===== config.mk =====
export PLATFORM = sky130hd
export DESIGN_NAME = pm_event_matrix
export DESIGN_NICKNAME = d
export VERILOG_FILES = /design/src/rtl/pm_evt_pkg.sv /design/src/rtl/pm_src_cond.sv /design/src/rtl/pm_cfg_regs.sv /design/src/rtl/pm_evt_combine.sv /design/src/rtl/pm_event_matrix.sv
export SDC_FILE = /design/constraint.sdc
export NUM_CORES = 1
export LEC_CHECK = 0
export ABC_AREA = 1
export BUFFER_PORTS_ARGS = -buffer_cell sky130_fd_sc_hd__buf_2
export CAP_MARGIN = 20
export CORE_MARGIN = 3
export CORE_UTILIZATION = 40
export DETAILED_ROUTE_END_ITERATION = 6
export GPL_TIMING_DRIVEN = 0
export PLACE_DENSITY = 0.61
export SYNTH_ARGS = -nofsm -noshare
export SYNTH_HDL_FRONTEND = slang
export SYNTH_SLANG_ARGS = --single-unit

===== constraint.sdc =====
create_clock -name clk_i -period 1.3 [get_ports clk_i]
set_input_delay 0.26 -clock clk_i [delete_from_list [all_inputs] [get_ports clk_i]]
set_output_delay 0.26 -clock clk_i [all_outputs]
set_load 0.05 [all_outputs]

===== src/rtl/pm_evt_pkg.sv =====
package pm_evt_pkg;
    localparam int IRQ_W   = 16;
    localparam int IO_W    = 8;
    localparam int CFG_W   = 32;
    localparam int GRP_W   = 6;
    localparam int A_SRC_W = GRP_W + IO_W + 5;
    localparam int B_SRC_W = 5;
    localparam int SMI_BIT = CFG_W - 1;
    localparam int N_REG   = 4;

    typedef enum logic [1:0] {
        SEL_EVT_A  = 2'd0,
        SEL_WAKE_A = 2'd1,
        SEL_EVT_B  = 2'd2,
        SEL_WAKE_B = 2'd3
    } cfg_sel_e;

    typedef struct packed {
        logic [IRQ_W-1:0] irq;
        logic [IO_W-1:0]  io;
        logic             vmem;
        logic             hlda;
        logic             ext;
        logic             intr;
        logic             nmi;
    } raw_src_t;

    typedef struct packed {
        logic evt_a;
        logic evt_b;
        logic wake_a;
        logic wake_b;
        logic smi_a;
        logic smi_b;
    } pm_out_t;

    function automatic logic [GRP_W-1:0] irq_groups(input logic [IRQ_W-1:0] irq);
        logic [GRP_W-1:0] g;
        g[0] = irq[0];
        g[1] = irq[1];
        g[2] = irq[3] | irq[4] | irq[5] | irq[7];
        g[3] = irq[6] | irq[14];
        g[4] = irq[9] | irq[13];
        g[5] = irq[8] | irq[10] | irq[11] | irq[12] | irq[15];
        return g;
    endfunction
endpackage


===== src/rtl/pm_src_cond.sv =====
module pm_src_cond
    import pm_evt_pkg::*;
(
    input  logic               clk_i,
    input  logic               rst_i,
    input  raw_src_t           raw_i,
    output logic [A_SRC_W-1:0] a_src_o
);
    logic [IO_W-1:0] io_prev_q;
    logic            vmem_prev_q;
    logic            hlda_prev_q;
    logic            unused_irq2;

    always_ff @(posedge clk_i) begin
        if (rst_i) begin
            io_prev_q   <= '0;
            vmem_prev_q <= 1'b0;
            hlda_prev_q <= 1'b0;
        end else begin
            io_prev_q   <= raw_i.io;
            vmem_prev_q <= raw_i.vmem;
            hlda_prev_q <= raw_i.hlda;
        end
    end

    assign unused_irq2 = raw_i.irq[2];

    always_comb begin
        a_src_o = {raw_i.nmi,
                   raw_i.intr,
                   raw_i.ext,
                   raw_i.hlda & ~hlda_prev_q,
                   raw_i.vmem & ~vmem_prev_q,
                   raw_i.io & ~io_prev_q,
                   irq_groups(raw_i.irq)};
    end

    // IRQ2 must never reach the source vector
    AST_IRQ2_ISOLATED: assert property (@(posedge clk_i) disable iff (rst_i)
        (raw_i.irq == 16'h0004) |-> (a_src_o[GRP_W-1:0] == '0))
        else $error("irq2 leaked");
endmodule


===== src/rtl/pm_cfg_regs.sv =====
module pm_cfg_regs
    import pm_evt_pkg::*;
(
    input  logic                        clk_i,
    input  logic                        rst_i,
    input  logic                        we_i,
    input  cfg_sel_e                    sel_i,
    input  logic [CFG_W-1:0]            wdata_i,
    output logic [N_REG-1:0][CFG_W-1:0] en_o
);
    logic [N_REG-1:0][CFG_W-1:0] en_q;

    for (genvar r = 0; r < N_REG; r++) begin : g_reg
        localparam bit IS_WAKE = (r == int'(SEL_WAKE_A)) || (r == int'(SEL_WAKE_B));
        always_ff @(posedge clk_i) begin
            if (rst_i) begin
                en_q[r] <= '0;
            end else if (we_i && (int'(sel_i) == r)) begin
                en_q[r] <= IS_WAKE ? wdata_i : {1'b0, wdata_i[CFG_W-2:0]};
            end
        end
    end

    assign en_o = en_q;

    AST_EVT_SMI_CLEAR: assert property (@(posedge clk_i) disable iff (rst_i)
        !en_q[SEL_EVT_A][SMI_BIT] && !en_q[SEL_EVT_B][SMI_BIT])
        else $error("activity register holds smi bit");
endmodule


===== src/rtl/pm_evt_combine.sv =====
module pm_evt_combine
    import pm_evt_pkg::*;
#(
    parameter int SRC_W = A_SRC_W
) (
    input  logic [SRC_W-1:0] src_i,
    input  logic [CFG_W-1:0] en_i,
    output logic             hit_o,
    output logic             smi_o
);
    localparam int PAD_W = CFG_W - 1 - SRC_W;

    logic [CFG_W-2:0] src_pad;

    if (PAD_W > 0) begin : g_pad
        assign src_pad = {{PAD_W{1'b0}}, src_i};
    end else begin : g_nopad
        assign src_pad = src_i;
    end

    assign hit_o = |(src_pad & en_i[CFG_W-2:0]);
    assign smi_o = hit_o & en_i[SMI_BIT];
endmodule


===== src/rtl/pm_event_matrix.sv =====
module pm_event_matrix
    import pm_evt_pkg::*;
(
    input  logic        clk_i,
    input  logic        rst_i,
    input  logic        cfg_we_i,
    input  logic [1:0]  cfg_sel_i,
    input  logic [31:0] cfg_wdata_i,
    input  logic [15:0] irq_i,
    input  logic [7:0]  io_hit_i,
    input  logic        vmem_hit_i,
    input  logic        hlda_i,
    input  logic        ext_evt_i,
    input  logic        intr_i,
    input  logic        nmi_i,
    output logic        evt_a_o,
    output logic        evt_b_o,
    output logic        wake_a_o,
    output logic        wake_b_o,
    output logic        smi_a_o,
    output logic        smi_b_o
);
    raw_src_t                    raw;
    logic [A_SRC_W-1:0]          a_src;
    logic [N_REG-1:0][CFG_W-1:0] en;
    logic [N_REG-1:0]            hit;
    logic [N_REG-1:0]            smi;
    logic [B_SRC_W-1:0]          b_src_evt;
    logic [B_SRC_W-1:0]          b_src_wake;
    pm_out_t                     out_q;

    assign raw = '{irq: irq_i, io: io_hit_i, vmem: vmem_hit_i, hlda: hlda_i,
                   ext: ext_evt_i, intr: intr_i, nmi: nmi_i};

    pm_src_cond i_cond (
        .clk_i   (clk_i),
        .rst_i   (rst_i),
        .raw_i   (raw),
        .a_src_o (a_src)
    );

    pm_cfg_regs i_cfg (
        .clk_i   (clk_i),
        .rst_i   (rst_i),
        .we_i    (cfg_we_i),
        .sel_i   (cfg_sel_e'(cfg_sel_i)),
        .wdata_i (cfg_wdata_i),
        .en_o    (en)
    );

    // secondary source vector: chain, IRQ0, INTR, NMI, external
    assign b_src_evt  = {ext_evt_i, nmi_i, intr_i, irq_i[0], hit[SEL_EVT_A]};
    assign b_src_wake = {ext_evt_i, nmi_i, intr_i, irq_i[0], hit[SEL_WAKE_A]};

    for (genvar k = 0; k < N_REG; k++) begin : g_comb
        if (k == int'(SEL_EVT_A) || k == int'(SEL_WAKE_A)) begin : g_prim
            pm_evt_combine #(.SRC_W(A_SRC_W)) i_comb (
                .src_i (a_src),
                .en_i  (en[k]),
                .hit_o (hit[k]),
                .smi_o (smi[k])
            );
        end else begin : g_sec
            pm_evt_combine #(.SRC_W(B_SRC_W)) i_comb (
                .src_i ((k == int'(SEL_EVT_B)) ? b_src_evt : b_src_wake),
                .en_i  (en[k]),
                .hit_o (hit[k]),
                .smi_o (smi[k])
            );
        end
    end

    always_ff @(posedge clk_i) begin
        if (rst_i) begin
            out_q <= '0;
        end else begin
            out_q <= '{evt_a:  hit[SEL_EVT_A],
                       evt_b:  hit[SEL_EVT_B],
                       wake_a: hit[SEL_WAKE_A],
                       wake_b: hit[SEL_WAKE_B],
                       smi_a:  smi[SEL_WAKE_A],
                       smi_b:  smi[SEL_WAKE_B]};
        end
    end

    assign evt_a_o  = out_q.evt_a;
    assign evt_b_o  = out_q.evt_b;
    assign wake_a_o = out_q.wake_a;
    assign wake_b_o = out_q.wake_b;
    assign smi_a_o  = out_q.smi_a;
    assign smi_b_o  = out_q.smi_b;

    AST_NO_EN_NO_EVT_A: assert property (@(posedge clk_i) disable iff (rst_i)
        (en[SEL_EVT_A] == '0) |=> !evt_a_o)
        else $error("evt_a without enables");
    AST_CHAIN_B: assert property (@(posedge clk_i) disable iff (rst_i)
        (en[SEL_EVT_B][0] && hit[SEL_EVT_A]) |=> evt_b_o)
        else $error("chain not forwarded");
    AST_INTR_HOLD: assert property (@(posedge clk_i) disable iff (rst_i)
        (en[SEL_WAKE_B][2] && intr_i) |=> wake_b_o)
        else $error("intr level lost");
    AST_SMI_A_GATED: assert property (@(posedge clk_i) disable iff (rst_i)
        smi_a_o |-> wake_a_o)
        else $error("smi_a without wake_a");
    AST_SMI_B_GATED: assert property (@(posedge clk_i) disable iff (rst_i)
        smi_b_o |-> wake_b_o)
        else $error("smi_b without wake_b");
    AST_EVT_NO_SMI: assert property (@(posedge clk_i) disable iff (rst_i)
        !smi[SEL_EVT_A] && !smi[SEL_EVT_B])
        else $error("activity path raised smi");
endmodule


==> results of run 1 <==
## sequential cells by signal, summed over array words and instances (netlist names)
signal	flops
wake_b_o	1
evt_b_o	1
smi_a_o	1
i_cfg.en_o	50
i_cond.vmem_prev_q	1
evt_a_o	1
smi_b_o	1
i_cond.hlda_prev_q	1
i_cond.io_prev_q	8
wake_a_o	1
## cell usage in the layout, fill, tap and decap left out
cell type,count
inv_2,3
o21ai_1,9
a211oi_1,1
nand3_1,25
nor3_1,1
buf_12,1
a21oi_1,29
nand2_1,47
clkbuf_8,10
clkbuf_1,9
clkinv_2,2
bufinv_16,2
nor3_2,2
nor2_1,73
dfxtp_1,66
o21ai_0,43
nor2_2,1
buf_6,1
inv_1,51
o21ai_2,1
clkinv_1,1
clkinvlp_4,1
nand4_1,2
buf_2,62
## cell families (layout without fill, tap and decap cells)
family,count (synthesis),count (layout),synth area share
buffers and inverters,69,143,0.109
AND/OR/NAND/NOR,151,151,0.233
AO/OA/AOI/OAI,83,83,0.159
flip-flops,66,66,0.499
## power by group through the flow
stage               Clock (mW)  Sequential (mW)  Combinational [mW]
floorplan                    0             2.27               0.253
global placement             0             2.23               0.512
detailed placement           0             2.23               0.518
CTS                       1.93             2.18               0.520
global route              2.02             2.19               0.590
finish                    1.89             2.18               0.518
## final timing paths
kind	from	to	slack, ns	depth (start not counted)
setup / recovery	i_cfg.en_o[16]$_SDFFE_PP0P_	evt_b_o$_SDFF_PP0_	0.12	6
hold / removal	rst_i	evt_a_o$_SDFF_PP0_	0.13	2
setup reg to reg	i_cfg.en_o[16]$_SDFFE_PP0P_	evt_b_o$_SDFF_PP0_	0.12	6
hold reg to reg	i_cfg.en_o[63]$_SDFFE_PP0P_	smi_a_o$_SDFF_PP0_	0.44	2
## layout make-up
cell class,instances,share of cell area
Buffer,14,0.0250
Clock buffer,11,0.0434
Clock inverter,5,0.0238
Inverter,55,0.0634
Multi-Input combinational cell,234,0.320
Sequential cell,66,0.406
Tap cell,77,0.0296
Timing Repair Buffer,58,0.0892
## worst max-delay path, cell delays in order (launching register included)
cell and delay (ns):
dfxtp_1 0.34, nand2_1 0.06, nand3_1 0.07, a211oi_1 0.32
nand2_1 0.13, nand3_1 0.09, nand2_1 0.06
## per-stage QoR
| stage | hold WS [ns] | std cells | area, um2 | total power, mW | util |
|---|---|---|---|---|---|
| final | 0.128 | 520 | 3260 | 4.59 | 0.510 |
| after floorplan | 0.329 | 369 | 2650 | 2.53 | - |
| after detailed placement | 0.436 | 504 | 3030 | 2.75 | 0.475 |
| after global placement | 0.426 | 504 | 3030 | 2.74 | 0.475 |
| after global routing | 0.116 | 520 | 3260 | 4.81 | 0.510 |
| after CTS | 0.111 | 520 | 3250 | 4.63 | 0.509 |
## metal layers
layer	up-vias	wire [um]	global-route usage
met3	9	281	0.0341
met4	0	119	0.0851
li1	1309	-	-
met2	56	3050	0.284
met1	1076	3280	0.255
met5	-	0	0
## timing repair
action / in CTS / in global routing
setup endpoints to repair: 0 / 1
resized for setup: 0 / 1
hold endpoints to repair: 0 / 0
==> flow_summary.yaml, run 1 <==
finish:
  fillers: 656
  fin_nets: 504
  antenna_cells: 0
  regArea_um2: 1320
  multi_input_area_um2: 1040
  area_growth_pct: 23.0
  drive_above_1_share: 0.194
cts:
  clock_latency_ns: 0.33
  path_clk_slew_ns: 0.07
  hold_buffers: 0
  cts_tree: "built"
  cts_buffers: 9
  clock_sinks: 66
  cts_root_buf: "clkbuf_8"
  htreeDepth: 3
  clockBufferDepth: 2
  cts_setup_buffers: 0
yosys:
  synth_nets: 435
  ys.flop_type: "dfxtp_1"
  synth_largest_area_cell: "dfxtp_1"
  synth_area_um2: 2650
  syn_area_per_cell_um2: 7.17
  synth_cells: 369
  yosysMostFrequentCell: "nor2_1"
  synth-seq-area-share: 0.499
  synth_cell_types: 19
  yosysTopAreaCellShare: 0.499
  yosys-top-cells-count: "74 x nor2_1, 66 x dfxtp_1, 51 x inv_1"
  ys_warn_count: 0
  synth-edff-count: 0
  ys_ff_latch: 66
  synthArstFlopShare: 0
  ys_top_cells_by_area: "dfxtp_1 50%, nor2_1 10%, o21ai_0 8.1%"
timing:
  drv_slew: 0
  setup_tns_ns: 0
  setup_viol: 0
  fin_crit_sh: 0.907
  hold_violations: 0
  setup_ws_ns: 0.121
  period_needed_ns: 1.18
  rsz0062_at_grt: "false"
  worst-slew-pin-transition_ns: 0.547
  skew_ns: 0.00791
  fmax_ghz: 0.848
  maxSlewHeadroom: 0.636
power:
  p_clk_frac: 0.412
  comb_power_share: 0.113
  internal_power_mw: 3.45
  p_leak_nw: 1.54
  peakVddDrop_uv: 586
  swShare: 0.250
  seqPwrFrac: 0.475
  p_per_area_nw_per_um2: 1410
  p_sw_mw: 1.15
floorplanning:
  die_area_um2: 7630
  rows: 29
  core_area_um2: 6390
  die_w_um: 87.4
  die_h_um: 87.4
  ioPinCount: 72
  start_util: 0.415
detailed_routing:
  firstDrtPassIters: 5
  vias: 2450
  drt_iter0_markers: 106
  drc: 0
  ant_nets: 0
  avgRoutedWirePerCell_um: 13.0
  viasPerCell: 4.71
  drt_wl_total_um: 6740
outcome:
  status: "completed"
critical_path:
  cp_max_fo: 2
  end_kind: "flop"
  crit_type: "reg -> reg"
  startpoint_type: "flop"
  cp.required_ns: 1.52
  arrival_ns: 1.40
global_route:
  grt_usage: 0.187
  gr-total-overflow: 0
  grt_pass1_vias: 2254
  antenna_found_initial: 0
  grt_max_degree: 12
  grt_pass1_wl_um: 10700
placed_design:
  dp_hpwl_um: 4970
  io_buffers: 58
  place.gp.congestion: 0.758
  dp_worst_setup_slack_ns: -0.0784
flow_run:
  cap_violations: 0
worst_hold_path:
  min_path_type: "in -> reg"
Note: power is estimated with default switching activity, not from simulation.
==> run 2: changes to the inputs <==
Settings changed: BUFFER_PORTS_ARGS -buffer_cell sky130_fd_sc_hd__buf_2 to not set, CAP_MARGIN 20 to not set, DONT_BUFFER_PORTS set to 1, PLACE_DENSITY 0.61 to 0.51.
==> run 2 against run 1 <==
  * Via count is 7.6% lower
  * Non-clock buffer count is 57 lower
  * Setup slack worse by 0.029 ns
  * Fmax is 2.4% lower
  * Register-to-register slack hardly changed
  * Global-route usage is 0.53 points higher
  * Sequential power is 3% higher
  * Power is 5.3% lower
  * Clock skew is 0.0017 ns lower
  * Critical path depth is 6 lower
  * Sequential share of layout area is 4.0 points higher
==> flow_summary.yaml, run 2 (synthesized netlist as in run 1, its figures left out) <==
detailed_routing:
  met2WireLength_um: 3000
  wl_met1_um: 3330
  vias: 2264
  drt_wl_total_um: 6880
  routed.top_layer: "met4"
  drt_iter0_markers: 137
  avgRoutedWirePerCell_um: 14.9
  drc: 0
  wl_met3_um: 479
  ant_nets: 0
  firstDrtPassIters: 4
  viasPerCell: 4.89
floorplanning:
  rows: 29
  die_w_um: 87.4
  start_util: 0.415
  ioPinCount: 72
  core_area_um2: 6390
  die_h_um: 87.4
  die_area_um2: 7630
finish:
  final_cell_mix: "73 x nor2_1, 66 x dfxtp_1, 51 x inv_1, 47 x nand2_1, 43 x o21ai_0"
  fin_nets: 447
  drive_above_1_share: 0.0725
  largest_reg_flops: 50
  antenna_cells: 0
  layout_commonest_cell: "nor2_1"
  area_growth_pct: 11.9
timing:
  maxSlewHeadroom: 0.624
  fin_crit_sh: 0.929
  holdWs_ns: 0.0196
  rsz0062_at_grt: "false"
  setup_viol: 0
  fmax_ghz: 0.828
  worst-slew-pin-transition_ns: 0.563
  setup_tns_ns: 0
  hold_violations: 0
  skew_ns: 0.00619
  drv_slew: 0
  period_needed_ns: 1.21
critical_path:
  endpoint: "evt_b_o"
  cp.required_ns: 1.04
  rr_startpoint: "i_cond.vmem_prev_q$_SDFF_PP0_"
  cp_max_fo: 1
  arrival_ns: 0.95
  critPathLaunch: "evt_b_o$_SDFF_PP0_"
  startpoint_type: "flop"
  end_kind: "output port"
  rrSetupSlack_ns: 0.13
  r2r-end: "evt_b_o$_SDFF_PP0_"
  rr_worst_depth: 9
  crit_cells: 0
  crit_type: "reg -> out"
placed_design:
  io_buffers: 0
  place.gp.congestion: 0.755
  dp_hpwl_um: 4990
global_route:
  grt_pass1_vias: 2182
  gr-total-overflow: 0
  grt_pass1_wl_um: 11100
  grt_max_degree: 12
  antenna_found_initial: 0
  grt_usage: 0.192
outcome:
  status: "completed"
power:
  power_mw: 4.35
  peakVddDrop_uv: 726
  p_leak_nw: 1.30
  p_per_area_nw_per_um2: 1470
cts:
  clock_latency_ns: 0.33
  cts_setup_buffers: 0
  cts_root_buf: "clkbuf_8"
  cts_buffers: 9
  clock_sinks: 66
  htreeDepth: 3
  path_clk_slew_ns: 0.08
  clockBufferDepth: 2
  cts_tree: "built"
flow_run:
  cap_violations: 0
worst_hold_path:
  min_path_type: "in -> reg"
-- run 2: changes by cell type in the layout (fill, tap and decap cells not counted) --
cell	delta
bufinv_16	-1
dlygate4sd3_1	+1
clkinvlp_4	+1
clkbuf_8	+1
clkinv_2	-1
buf_2	-58
-- run 2: worst reg2reg max path, cell delays in order (launching register included) --
cell and delay, ns:
dfxtp_1 0.31, inv_1 0.03, nand2_1 0.07, inv_1 0.05, a21oi_1 0.16, nand2_1 0.08
nor2_2 0.12, nand2_1 0.09, nand3_1 0.08, nand2_1 0.06
-- run 2: worst min path at each step --
stage               depth (start not counted)  slack (ns)   startpoint                        endpoint
finish                                      2        0.02  io_hit_i[5]  i_cond.io_prev_q[5]$_SDFF_PP0_
global route                                2       0.007  io_hit_i[5]  i_cond.io_prev_q[5]$_SDFF_PP0_
global placement                            1        0.35        rst_i              evt_a_o$_SDFF_PP0_
CTS                                         2       0.003  io_hit_i[5]  i_cond.io_prev_q[5]$_SDFF_PP0_
floorplan                                   1        0.33        rst_i              evt_a_o$_SDFF_PP0_
detailed placement                          1        0.34        rst_i              evt_a_o$_SDFF_PP0_
-- run 2: stage by stage --
stage / cells / worst slack [ns] / area [um2] / util
global placement: 446 / 0.0482 / 2740 / 0.430
finish: 463 / 0.0918 / 2960 / 0.464
global route: 463 / 0.00424 / 2960 / 0.464
floorplan: 369 / 0.300 / 2650 / -
detailed placement: 446 / 0.0387 / 2740 / 0.430
CTS: 463 / 0.0438 / 2960 / 0.463
-- run 2: power by group --
| group | internal (mW) | switching, mW | leakage, nW |
|---|---|---|---|
| sequential | 2.13 | 0.106 | 0.542 |
| combinational | 0.122 | 0.215 | 0.660 |
| clock | 0.989 | 0.786 | 0.0986 |
| total | 3.25 | 1.11 | 1.30 |
-- run 2: timing repair --
item	in CTS	in global routing
hold endpoints to repair	1	0
gates resized for setup	0	1
hold buffers	1	0
setup endpoints to repair	0	1
-- run 2: area by class of cell --
cell class | instances | area (um2)
Buffer | 14 | 81.3
Clock buffer | 12 | 155
Timing Repair Buffer | 1 | 10.0
Tap cell | 77 | 96.3
Inverter | 55 | 206
Clock inverter | 4 | 50.0
Multi-Input combinational cell | 234 | 1040
Fill cell | 677 | 3420
Sequential cell | 66 | 1320
-- run 2: layer usage --
metal,vias up,GRT usage
met1,1012,0.268
met2,53,0.275
met4,0,0.0823
met3,7,0.0530
li1,1192,-
met5,-,0
